`src/rtl/spiFlashPkg.sv`:
```
package spiFlashPkg;
  localparam logic [7:0] OP_WREN   = 8'h06;
  localparam logic [7:0] OP_WRDI   = 8'h04;
  localparam logic [7:0] OP_RDSR   = 8'h05;
  localparam logic [7:0] OP_PROG   = 8'h02;
  localparam logic [7:0] OP_ER4K   = 8'h20;
  localparam logic [7:0] OP_ER32K  = 8'h52;
  localparam logic [7:0] OP_ER64K  = 8'hD8;
  localparam logic [7:0] OP_PROT   = 8'h36;
  localparam logic [7:0] OP_UNPROT = 8'h39;
  localparam logic [7:0] OP_DPD    = 8'hB9;
  localparam logic [7:0] OP_WAKE   = 8'hAB;

  typedef enum logic [2:0] {
    KIND_NONE   = 3'd0,
    KIND_PROG   = 3'd1,
    KIND_ER4K   = 3'd2,
    KIND_ER32K  = 3'd3,
    KIND_ER64K  = 3'd4,
    KIND_PROT   = 3'd5,
    KIND_UNPROT = 3'd6
  } kind_e;

  // strobes from the control decision to the datapath state
  typedef struct packed {
    logic setWel;
    logic clrWel;
    logic commit;
    logic enterDeep;
    logic leaveDeep;
  } strobe_t;

  function automatic kind_e kindOf(input logic [7:0] op);
    case (op)
      OP_PROG:   return KIND_PROG;
      OP_ER4K:   return KIND_ER4K;
      OP_ER32K:  return KIND_ER32K;
      OP_ER64K:  return KIND_ER64K;
      OP_PROT:   return KIND_PROT;
      OP_UNPROT: return KIND_UNPROT;
      default:   return KIND_NONE;
    endcase
  endfunction
endpackage

```
`src/rtl/spiFlashCtl.sv`:
```
module spiFlashCtl
  import spiFlashPkg::*;
#(
  parameter int ADDR_BYTES = 3,
  parameter int CNT_W      = 10
) (
  input  logic             csRise,
  input  logic             holdN,
  input  logic [7:0]       opcode,
  input  logic [2:0]       bitCnt,
  input  logic [CNT_W-1:0] byteCnt,
  input  logic             wel,
  input  logic             busy,
  input  logic             deep,
  input  logic             sectProt,
  output strobe_t          strb
);
  localparam logic [CNT_W-1:0] MIN_ADDR_LEN = CNT_W'(ADDR_BYTES + 1);
  localparam logic [CNT_W-1:0] MIN_PROG_LEN = CNT_W'(ADDR_BYTES + 2);

  kind_e kind;
  logic  aligned, hasOp, lenOk, needProt;

  always_comb begin
    kind     = kindOf(opcode);
    aligned  = (bitCnt == 3'd0);
    hasOp    = (byteCnt != '0);
    lenOk    = (kind == KIND_PROG) ? (byteCnt >= MIN_PROG_LEN) : (byteCnt >= MIN_ADDR_LEN);
    needProt = (kind == KIND_PROG) || (kind == KIND_ER4K) ||
               (kind == KIND_ER32K) || (kind == KIND_ER64K);
    strb = '0;
    if (csRise) begin
      if (!holdN) begin
        strb.clrWel = 1'b1;
      end else if (!busy && hasOp) begin
        if (deep) begin
          strb.leaveDeep = aligned && (opcode == OP_WAKE);
        end else if (kind != KIND_NONE) begin
          strb.clrWel = 1'b1;
          strb.commit = wel && aligned && lenOk && !(needProt && sectProt);
        end else if (aligned) begin
          strb.setWel    = (opcode == OP_WREN);
          strb.clrWel    = (opcode == OP_WRDI);
          strb.enterDeep = (opcode == OP_DPD);
        end
      end
    end
  end
endmodule

```
`src/rtl/spiFlashDp.sv`:
```
module spiFlashDp
  import spiFlashPkg::*;
#(
  parameter int ADDR_W      = 24,
  parameter int CNT_W       = 10,
  parameter int PAGE_BYTES  = 256,
  parameter int BUSY_CYCLES = 64,
  parameter int SHIFT_SMALL = 12,
  parameter int SHIFT_MID   = 15,
  parameter int SHIFT_SECT  = 16,
  localparam int LEN_W      = $clog2(PAGE_BYTES + 1)
) (
  input  logic              clk,
  input  logic              rstN,
  input  logic              csN,
  input  logic              sck,
  input  logic              mosi,
  input  logic              holdN,
  input  strobe_t           strb,
  output logic              csRise,
  output logic [7:0]        opcode,
  output logic [2:0]        bitCnt,
  output logic [CNT_W-1:0]  byteCnt,
  output logic [ADDR_W-1:0] addrReg,
  output logic              wel,
  output logic              busy,
  output logic              deep,
  output logic              miso,
  output logic              commitStb,
  output logic [2:0]        commitKind,
  output logic [ADDR_W-1:0] commitAddr,
  output logic [LEN_W-1:0]  commitCount
);
  localparam int ADDR_BYTES = ADDR_W / 8;
  localparam int BUSY_W     = $clog2(BUSY_CYCLES + 1);
  localparam logic [ADDR_W-1:0] MASK_SMALL = ~((ADDR_W'(1) << SHIFT_SMALL) - ADDR_W'(1));
  localparam logic [ADDR_W-1:0] MASK_MID   = ~((ADDR_W'(1) << SHIFT_MID) - ADDR_W'(1));
  localparam logic [ADDR_W-1:0] MASK_SECT  = ~((ADDR_W'(1) << SHIFT_SECT) - ADDR_W'(1));

  logic              sckPrev, csPrev, sckRise;
  logic [6:0]        shiftReg;
  logic [7:0]        byteNext, statusByte;
  logic [BUSY_W-1:0] busyCnt;
  logic [CNT_W-1:0]  dataBytes;
  logic [ADDR_W-1:0] alignedAddr;
  logic [LEN_W-1:0]  keptBytes;

  assign sckRise    = sck & ~sckPrev;
  assign csRise     = csN & ~csPrev;
  assign byteNext   = {shiftReg, mosi};
  assign busy       = (busyCnt != '0);
  assign statusByte = {6'b0, wel, busy};
  assign miso       = !csN && !deep && (opcode == OP_RDSR) && (byteCnt != '0) ? statusByte[~bitCnt] : 1'b0;
  assign dataBytes  = byteCnt - CNT_W'(ADDR_BYTES + 1);
  assign keptBytes  = (dataBytes > CNT_W'(PAGE_BYTES)) ? LEN_W'(PAGE_BYTES) : LEN_W'(dataBytes);

  always_comb begin
    case (kindOf(opcode))
      KIND_ER4K:  alignedAddr = addrReg & MASK_SMALL;
      KIND_ER32K: alignedAddr = addrReg & MASK_MID;
      KIND_PROG:  alignedAddr = addrReg;
      default:    alignedAddr = addrReg & MASK_SECT;
    endcase
  end

  // serial capture
  always_ff @(posedge clk) begin
    if (!rstN) begin
      sckPrev  <= 1'b0;
      csPrev   <= 1'b1;
      shiftReg <= '0;
      bitCnt   <= '0;
      byteCnt  <= '0;
      opcode   <= '0;
      addrReg  <= '0;
    end else begin
      sckPrev <= sck;
      csPrev  <= csN;
      if (csN) begin
        bitCnt  <= '0;
        byteCnt <= '0;
        opcode  <= '0;
      end else if (sckRise && holdN) begin
        shiftReg <= byteNext[6:0];
        bitCnt   <= bitCnt + 3'd1;
        if (bitCnt == 3'd7) begin
          if (byteCnt == '0) opcode <= byteNext;
          else if (byteCnt <= CNT_W'(ADDR_BYTES)) addrReg <= {addrReg[ADDR_W-9:0], byteNext};
          if (~&byteCnt) byteCnt <= byteCnt + 1'b1;
        end
      end
    end
  end

  // device state and commit record
  always_ff @(posedge clk) begin
    if (!rstN) begin
      wel         <= 1'b0;
      deep        <= 1'b0;
      busyCnt     <= '0;
      commitStb   <= 1'b0;
      commitKind  <= '0;
      commitAddr  <= '0;
      commitCount <= '0;
    end else begin
      if (strb.setWel) wel <= 1'b1;
      else if (strb.clrWel) wel <= 1'b0;
      if (strb.enterDeep) deep <= 1'b1;
      else if (strb.leaveDeep) deep <= 1'b0;
      if (strb.commit) busyCnt <= BUSY_W'(BUSY_CYCLES);
      else if (busy) busyCnt <= busyCnt - 1'b1;
      commitStb <= strb.commit;
      if (strb.commit) begin
        commitKind  <= kindOf(opcode);
        commitAddr  <= alignedAddr;
        commitCount <= (kindOf(opcode) == KIND_PROG) ? keptBytes : '0;
      end
    end
  end
endmodule

```
`src/rtl/spiFlashFront.sv`:
```
module spiFlashFront
  import spiFlashPkg::*;
#(
  parameter int ADDR_W      = 24,
  parameter int CNT_W       = 10,
  parameter int PAGE_BYTES  = 256,
  parameter int BUSY_CYCLES = 64,
  parameter int SHIFT_SMALL = 12,
  parameter int SHIFT_MID   = 15,
  parameter int SHIFT_SECT  = 16,
  localparam int LEN_W      = $clog2(PAGE_BYTES + 1)
) (
  input  logic              clk,
  input  logic              rstN,
  input  logic              csN,
  input  logic              sck,
  input  logic              mosi,
  input  logic              holdN,
  output logic              miso,
  output logic [2:0]        cmdKind,
  output logic [ADDR_W-1:0] cmdAddr,
  input  logic              sectProt,
  output logic              commitStb,
  output logic [2:0]        commitKind,
  output logic [ADDR_W-1:0] commitAddr,
  output logic [LEN_W-1:0]  commitCount,
  output logic              busy,
  output logic              wel,
  output logic              deepPd
);
  strobe_t          strb;
  logic             csRise;
  logic [7:0]       opcode;
  logic [2:0]       bitCnt;
  logic [CNT_W-1:0] byteCnt;

  assign cmdKind = kindOf(opcode);

  spiFlashDp #(
    .ADDR_W(ADDR_W), .CNT_W(CNT_W), .PAGE_BYTES(PAGE_BYTES), .BUSY_CYCLES(BUSY_CYCLES),
    .SHIFT_SMALL(SHIFT_SMALL), .SHIFT_MID(SHIFT_MID), .SHIFT_SECT(SHIFT_SECT)
  ) dp_i (
    .clk(clk), .rstN(rstN), .csN(csN), .sck(sck), .mosi(mosi), .holdN(holdN),
    .strb(strb), .csRise(csRise), .opcode(opcode), .bitCnt(bitCnt), .byteCnt(byteCnt),
    .addrReg(cmdAddr), .wel(wel), .busy(busy), .deep(deepPd), .miso(miso),
    .commitStb(commitStb), .commitKind(commitKind), .commitAddr(commitAddr),
    .commitCount(commitCount)
  );

  spiFlashCtl #(.ADDR_BYTES(ADDR_W / 8), .CNT_W(CNT_W)) ctl_i (
    .csRise(csRise), .holdN(holdN), .opcode(opcode), .bitCnt(bitCnt), .byteCnt(byteCnt),
    .wel(wel), .busy(busy), .deep(deepPd), .sectProt(sectProt), .strb(strb)
  );
endmodule

```
`config.mk`:
```
export PLATFORM = sky130hd
export DESIGN_NAME = spiFlashFront
export DESIGN_NICKNAME = d
export VERILOG_FILES = /design/src/rtl/spiFlashPkg.sv /design/src/rtl/spiFlashCtl.sv /design/src/rtl/spiFlashDp.sv /design/src/rtl/spiFlashFront.sv
export SDC_FILE = /design/constraint.sdc
export NUM_CORES = 1
export LEC_CHECK = 0
export BUFFER_PORTS_ARGS = -buffer_cell sky130_fd_sc_hd__buf_2
export CAP_MARGIN = 25
export CORE_UTILIZATION = 60
export DETAILED_ROUTE_END_ITERATION = 12
export PLACE_DENSITY = 0.83
export RECOVER_POWER = 50
export SETUP_SLACK_MARGIN = 0.5
export SLEW_MARGIN = 10
export SYNTH_ARGS = -nofsm -noshare
export SYNTH_HDL_FRONTEND = slang
export SYNTH_SLANG_ARGS = --single-unit
export TNS_END_PERCENT = 20
```
`constraint.sdc`:
```
create_clock -name clk -period 5.7 [get_ports clk]
set_input_delay 1.14 -clock clk [delete_from_list [all_inputs] [get_ports clk]]
set_output_delay 1.14 -clock clk [all_outputs]
set_load 0.01 [all_outputs]
```
==> results of run 1 <==
[logic make-up after synthesis]
kind of cell | synth area share [%]
AO/OA/AOI/OAI | 12.9
XOR/XNOR | 3.67
adder cells (fa/ha/maj) | 3.15
buffers and inverters | 5.74
flip-flops | 42.0
multiplexers | 9.47
AND/OR/NAND/NOR | 23.1
[flip-flops by register name, summed over array words and instances (netlist names), 3 cells and up]
| name | count |
|---|---|
| dp_i.bitCnt | 3 |
| dp_i.byteCnt | 10 |
| dp_i.opcode | 8 |
| dp_i.busyCnt | 7 |
| dp_i.addrReg | 24 |
| dp_i.shiftReg | 7 |
| dp_i.commitAddr | 24 |
| dp_i.commitCount | 9 |
| dp_i.commitKind | 3 |
[synthesized netlist by cell type (3+ instances only)]
| cell | n | area (µm²) |
|---|---|---|
| dfxtp_1 | 100 | 2000 |
| nand2_1 | 80 | 300 |
| mux2i_1 | 44 | 440 |
| a21oi_1 | 39 | 195 |
| nand3_1 | 38 | 190 |
| nor2_1 | 34 | 128 |
| clkbuf_1 | 32 | 120 |
| o21ai_0 | 27 | 135 |
| xnor2_1 | 13 | 114 |
| ha_1 | 12 | 150 |
| inv_1 | 12 | 45.0 |
| buf_4 | 11 | 82.6 |
| nor3_1 | 9 | 45.0 |
| o211ai_1 | 9 | 67.6 |
| xor2_1 | 7 | 61.3 |
| and3_1 | 6 | 37.5 |
| and2_1 | 5 | 31.3 |
| or3_1 | 5 | 31.3 |
| and4b_1 | 4 | 40.0 |
| nand4_1 | 4 | 25.0 |
| nor4_1 | 4 | 25.0 |
| or4_1 | 4 | 30.0 |
| nor3b_1 | 3 | 22.5 |
| nor4b_1 | 3 | 26.3 |
| nor4bb_1 | 3 | 30.0 |
[metal layers]
layer / GRT usage [%] / vias up / wire, µm
li1: - / 2029 / -
met1: 35.3 / 1992 / 4960
met2: 43.6 / 158 / 5260
met3: 7.04 / 21 / 770
met4: 10.2 / 0 / 210
met5: 0 / - / 0
[power breakdown]
part	internal (µW)	switching [µW]	total, µW
Combinational	54.6	83.6	138
Sequential	720	19.4	739
Clock	214	274	489
Total	989	377	1370
[stage by stage]
step	hold WS (ns)	setup slack (ns)	util (%)	area, µm²
3_5_place_dp	0.452	2.06	65.8	5080
3_3_place_gp	0.439	2.16	65.8	5080
2_1_floorplan	0.448	2.42	-	4770
4_1_cts	0.468	1.95	68.6	5300
6_report	0.466	1.31	67.6	5220
5_1_grt	0.491	0.978	67.6	5220
[worst paths after layout]
check	startpoint	to
hold reg to reg	dp_i.commitAddr[3]$_SDFFE_PN0P_	dp_i.commitAddr[3]$_SDFFE_PN0P_
hold / removal	dp_i.commitAddr[3]$_SDFFE_PN0P_	dp_i.commitAddr[3]$_SDFFE_PN0P_
setup reg to reg	dp_i.busyCnt[0]$_SDFFE_PP0N_	dp_i.commitCount[8]$_SDFFE_PN0P_
setup / recovery	rstN	dp_i.commitCount[0]$_SDFFE_PN0P_
[critical path: cells and delay by family]
family	cells	cell delay, ns
and+or+nand+nor	3	1.11
muxes	1	0.16
AOI/OAI and AO/OA	1	0.12
buffers and inverters	3	2.15
[cell type report]
type / count / area (µm²)
multi-input cells: 394 / 2490
clock buffers: 9 / 124
fillers: 641 / 2500
flip-flops and latches: 100 / 2000
repair buffers: 80 / 332
well taps: 102 / 128
inverters: 14 / 52.6
clock inverters: 7 / 92.6
==> run metrics, run 1 <==
worst-path maximum fanout=36; Skew-Pair Late Insertion Delay=0.38 ns; area of the mapped netlist=4770 µm²; ANT nets after route=0; Startpoint Class=input port; Synth Area per Inst=between 8 and 9 µm²; Mapped Cells=~550; status=complete, but fails checks; VDD IR max=approximately 0.23 mV; number of global-route vias before repair=a little under 4000; antenna cell count=0; Lkg Pwr=~0.0017 µW; worst path arrival time=4.69 ns; Slew HR=-7.40%; Detailed Routing Iterations Pass 1=9; Synth warnings=0; Reg2Reg Depth=9; Slowest-stage cell, CP=clkbuf_1; Min Clock Period, post-route=between 4 and 5 ns; cells along the critical path=clkbuf_1 -> clkbuf_1 -> or4b_2 -> nor4_2 -> buf_4 -> and3_1 -> o211ai_1 -> mux2i_1; max-slew violations=37; gr ovfl total=0; post-CTS setup buffers=0; width of the die=91.2 µm; maxcap violations=1; drt total wl=11200 µm; fin cells=between 700 and 800; CTS Buffer Depth=2; final HPWL from detailed placement=7670 µm; #FFs+latches synth=100; share of layout cells above drive strength 1=6.46%; clock skew=a little under 0.02 ns; hold buffers post-CTS=0; CTS tree=built; CP most frequent cell=clkbuf_1; worst reg2reg setup slack=2.16 ns; Die ar.=about 8300 µm²; Nets=just over 600; Synth cell types=59; DRC=1; CP endpoint kind=flip-flop; Resized Gates After CTS=0; row cnt=32; starting density of the core=61.7%; die height=91.2 µm; Pwr Total=between 1000 and 1500 µW; Routability Congestion=0.919; initial drt markers=approximately 300; H-Tree Depth=3; commonest non-fill, non-tap cell in the layout=dfxtp_1; measured slew at the worst slew-check pin=1.61 ns; sequential fraction of the synthesis area=42.0%; Most used DFF post-synth=dfxtp_1; Hold Crit Class=flip-flop to flip-flop; RSZ-0062 raised after global routing=no; Fin Setup TNS=0 ns; vias=4200; first-pass GRT wire length=around 18000 µm; Post-synth EDFFs=0; Reg clk slew, reported paths=~0.10 ns; Syn Nets=573; Final Setup Violations=0; Core ar.=between 7000 and 8000 µm²; io pins=between 70 and 80; failing checks=DRC, capacitance limit, slew limit; Crit Path Class=input port to flip-flop; Worst EP required=6.00 ns; WHS Path Cells=2; CP max stage delay=~1.2 ns; initial antenna violation count=0; Final period util=between 70 and 80%; commonest cells after routing, fill and taps aside=dfxtp_1, nand2_1, clkbuf_1, mux2i_1, a21oi_1; Vias/cell=between 5 and 6; total track usage=27.2%; PortBufs=74; clock sink count=100; ys async rst share=0%; Placed Cells=approximately 700; area delta synth->final=9.52%; final hold vios=0; total CTS buffers=9; DR WL/cell=between 15 and 20 µm; Max Freq=228 MHz; CTS root buf=clkbuf_8; Pwr Density=between 200 and 300 nW/µm²; largest net degree at the start of global routing=57
Power figures use the tool's default switching activity.
==> run 2, diff against run 1 <==
Settings changed: ABC_AREA set to 1, CORE_UTILIZATION 60 to 57, PLACE_DENSITY 0.83 to 0.79.
Clock period 5.7 ns to 4.2 ns, I/O delays scaled along.
==> run 2 against run 1 <==
  * The run now ends clean
  * Sequential power rose by 37%
  * Cell count rose by 21%
  * Wire length rose by 0.77%
  * Setup slack improved by 0.18 ns
  * Core utilization fell by 3.1 points
  * Flip-flop and latch count did not move
  * Clock power rose by 27%
  * Synthesized area rose by 0.97%
  * Clock skew fell by 0.0011 ns
  * First-iteration DRC count fell by 5.7%
  * Via count rose by 6.3%
==> run metrics, run 2 <==
clock share of power=33.0% (-2.8 points); Synth warnings=0 (unchanged); CTS root buf=clkbuf_8; area leader, netlist=dfxtp_1; vias=4465 (+6.3%); Synth Area per Inst=7.02 µm² (-18%); Final Setup Violations=0 (unchanged); largest net degree at the start of global routing=71 (+25%); Pwr Density=358 nW/µm² (+37%); measured slew at the worst slew-check pin=0.698 ns (-0.913 ns); met1 Use GR=37.1% (+1.8 points); area of the mapped netlist=4820 µm² (+0.97%); number of global-route vias before repair=3884 (+0.13%); first-pass GRT wire length=18400 µm (+0.98%); Post-synth EDFFs=0 (unchanged); Slew HR=53.4% (+61 points); PortBufs=74 (unchanged); CTS tree=built; width of the die=93.9 µm (+3.0%); VDD IR max=0.277 mV (+20%); clock sink count=100 (unchanged); Fillers=779 (+22%); area delta synth->final=9.48% (about the same); CTS Buffer Depth=2 (unchanged); Crit Path Class=flip-flop to primary output; GRT met2 Usage=42.3% (-1.3 points); area used by multi-input combinational logic=2230 µm² (-10%); Reg clk slew, reported paths=0.11 ns (about the same); commonest cells after routing, fill and taps aside=nand2_1, dfxtp_1, nor2_1, inv_1, nand3_1; flip-flop and latch area=2000 µm² (unchanged); row cnt=33 (+3.1%); post-CTS setup buffers=0 (unchanged); GR Layer Usage met3=3.80% (-3.2 points); Syn Nets=705 (+23%); commonest non-fill, non-tap cell in the layout=nand2_1; antenna cell count=0 (unchanged); ANT nets after route=0 (unchanged); post-synth top area share=41.6% (-0.40 points); Min Clock Period, post-route=2.72 ns; ys async rst share=0% (unchanged); Hold Crit Class=flip-flop to flip-flop; RSZ-0062 raised after global routing=no; Commonest cells post-synth=nand2_1, dfxtp_1, nor2_1; DRC=0 (-1); total CTS buffers=9 (unchanged); gr ovfl total=0 (unchanged); Most used DFF post-synth=dfxtp_1; sequential fraction of the synthesis area=41.6% (-0.40 points); Startpoint Class=flip-flop; Synth cell types=38 (-36%); Vias/cell=5.22 (-12%); Lkg Pwr=0.00241 µW (+41%); Pint=1320 µW (+33%); Placed Cells=839 (+22%); starting density of the core=58.9% (-2.8 points); final HPWL from detailed placement=7970 µm (+3.8%); Mapped Cells=686 (+24%); Final period util=64.7%; initial antenna violation count=0 (unchanged); Skew-Pair Late Insertion Delay=0.37 ns (about the same); Synth area leaders=dfxtp_1, nand2_1, nand3_1, nor2_1, inv_1; Fin Setup TNS=0 ns (unchanged); final hold vios=0 (unchanged); max-slew violations=0 (-100%); die height=93.9 µm (+3.0%); Max Freq=about 370 MHz; total track usage=26.5% (-0.71 points); Routability Congestion=0.940 (+2.3%); biggest regs=dp_i.addrReg x24, dp_i.commitAddr x24, dp_i.byteCnt x10; io pins=75 (unchanged); Psw=568 µW (+50%); Die ar.=8820 µm² (+6.1%); Worst EP required=3.36 ns (-2.64 ns); DR WL/cell=13.2 µm (-17%); Resized Gates After CTS=0 (unchanged); clock skew=0.0183 ns (-0.00106 ns); drt total wl=11300 µm (+0.77%); worst-path maximum fanout=6 (-83%); Detailed Routing Iterations Pass 1=5 (-4); status=finished, final reports clean; H-Tree Depth=3 (unchanged); #FFs+latches synth=100 (unchanged); sw frac=30.1% (+2.5 points); Nets=764 (+24%); hold buffers post-CTS=0 (unchanged); worst path arrival time=1.88 ns (-2.81 ns); GR peak layer=met2; Reg power frac=53.4% (-0.7 points); fin cells=855 (+21%); CP endpoint kind=primary output; combinational share of power=13.5% (+3.4 points); initial drt markers=282 (-5.7%); count leader, synth=nand2_1; Core ar.=8180 µm² (+5.8%); maxcap violations=0 (-1); share of layout cells above drive strength 1=9.47% (+3.0 points)
## run 2: final cells by class
type,count,area share (%)
Timing Repair Buffer,79,6.15
Inverter,101,7.19
Multi-Input combinational cell,454,42.3
Clock inverter,7,1.52
Tap cell,105,2.49
Sequential cell,100,38.0
Clock buffer,9,2.35
## run 2: critical path, cell delays in order, from the launching register on
cell and delay [ns]:
dfxtp_1 0.48, inv_1 0.16, ha_1 0.25, nand2_1 0.07, nor2_1 0.07, nand2_4 0.09, nand4_1 0.10, a21oi_1 0.14
buf_2 0.15
## run 2: kinds of logic after synthesis
group                    after synthesis  synth area share [%]
buffers and inverters                132                  11.9
flip-flops                           100                  41.6
AND/OR/NAND/NOR                      354                  33.3
AO/OA/AOI/OAI                         79                  8.52
XOR/XNOR                               9                  1.64
adder cells (fa/ha/maj)               12                  3.12
## run 2: final timing paths
kind	start	end	slack, ns	depth (start not counted)
setup / recovery	dp_i.byteCnt[2]$_SDFFE_PP0P_	miso	1.48	8
hold / removal	dp_i.busyCnt[0]$_SDFFE_PP0N_	dp_i.busyCnt[0]$_SDFFE_PP0N_	0.47	2
setup reg to reg	dp_i.byteCnt[2]$_SDFFE_PP0P_	dp_i.commitAddr[10]$_SDFFE_PN0P_	1.83	12
hold reg to reg	dp_i.busyCnt[0]$_SDFFE_PP0N_	dp_i.busyCnt[0]$_SDFFE_PP0N_	0.47	2
## run 2: power groups by stage
stage | clock network (µW) | registers (µW) | logic [µW]
final | 623 | 1010 | 255
after global routing | 674 | 1010 | 291
after CTS | 633 | 1010 | 264
after detailed placement | 0 | 1030 | 263
after global placement | 0 | 1030 | 253
after floorplan | 0 | 1020 | 213
## run 2: metal layers
layer / wire length [µm] / vias up
met5: 0 / -
met2: 5200 / 160
met4: 129 / 0
met3: 700 / 12
li1: - / 2255
met1: 5250 / 2038
## run 2: per-stage QoR
stage	setup WS [ns]	utilization [%]	hold WS (ns)	cell area [µm²]	power [µW]
after global placement	1.77	63.2	0.449	5170	1280
after CTS	1.44	65.7	0.473	5370	1900
after floorplan	1.97	-	0.439	4820	1240
after detailed placement	1.71	63.2	0.456	5170	1290
final	1.48	64.5	0.468	5270	1890
after global routing	1.31	64.5	0.491	5270	1980
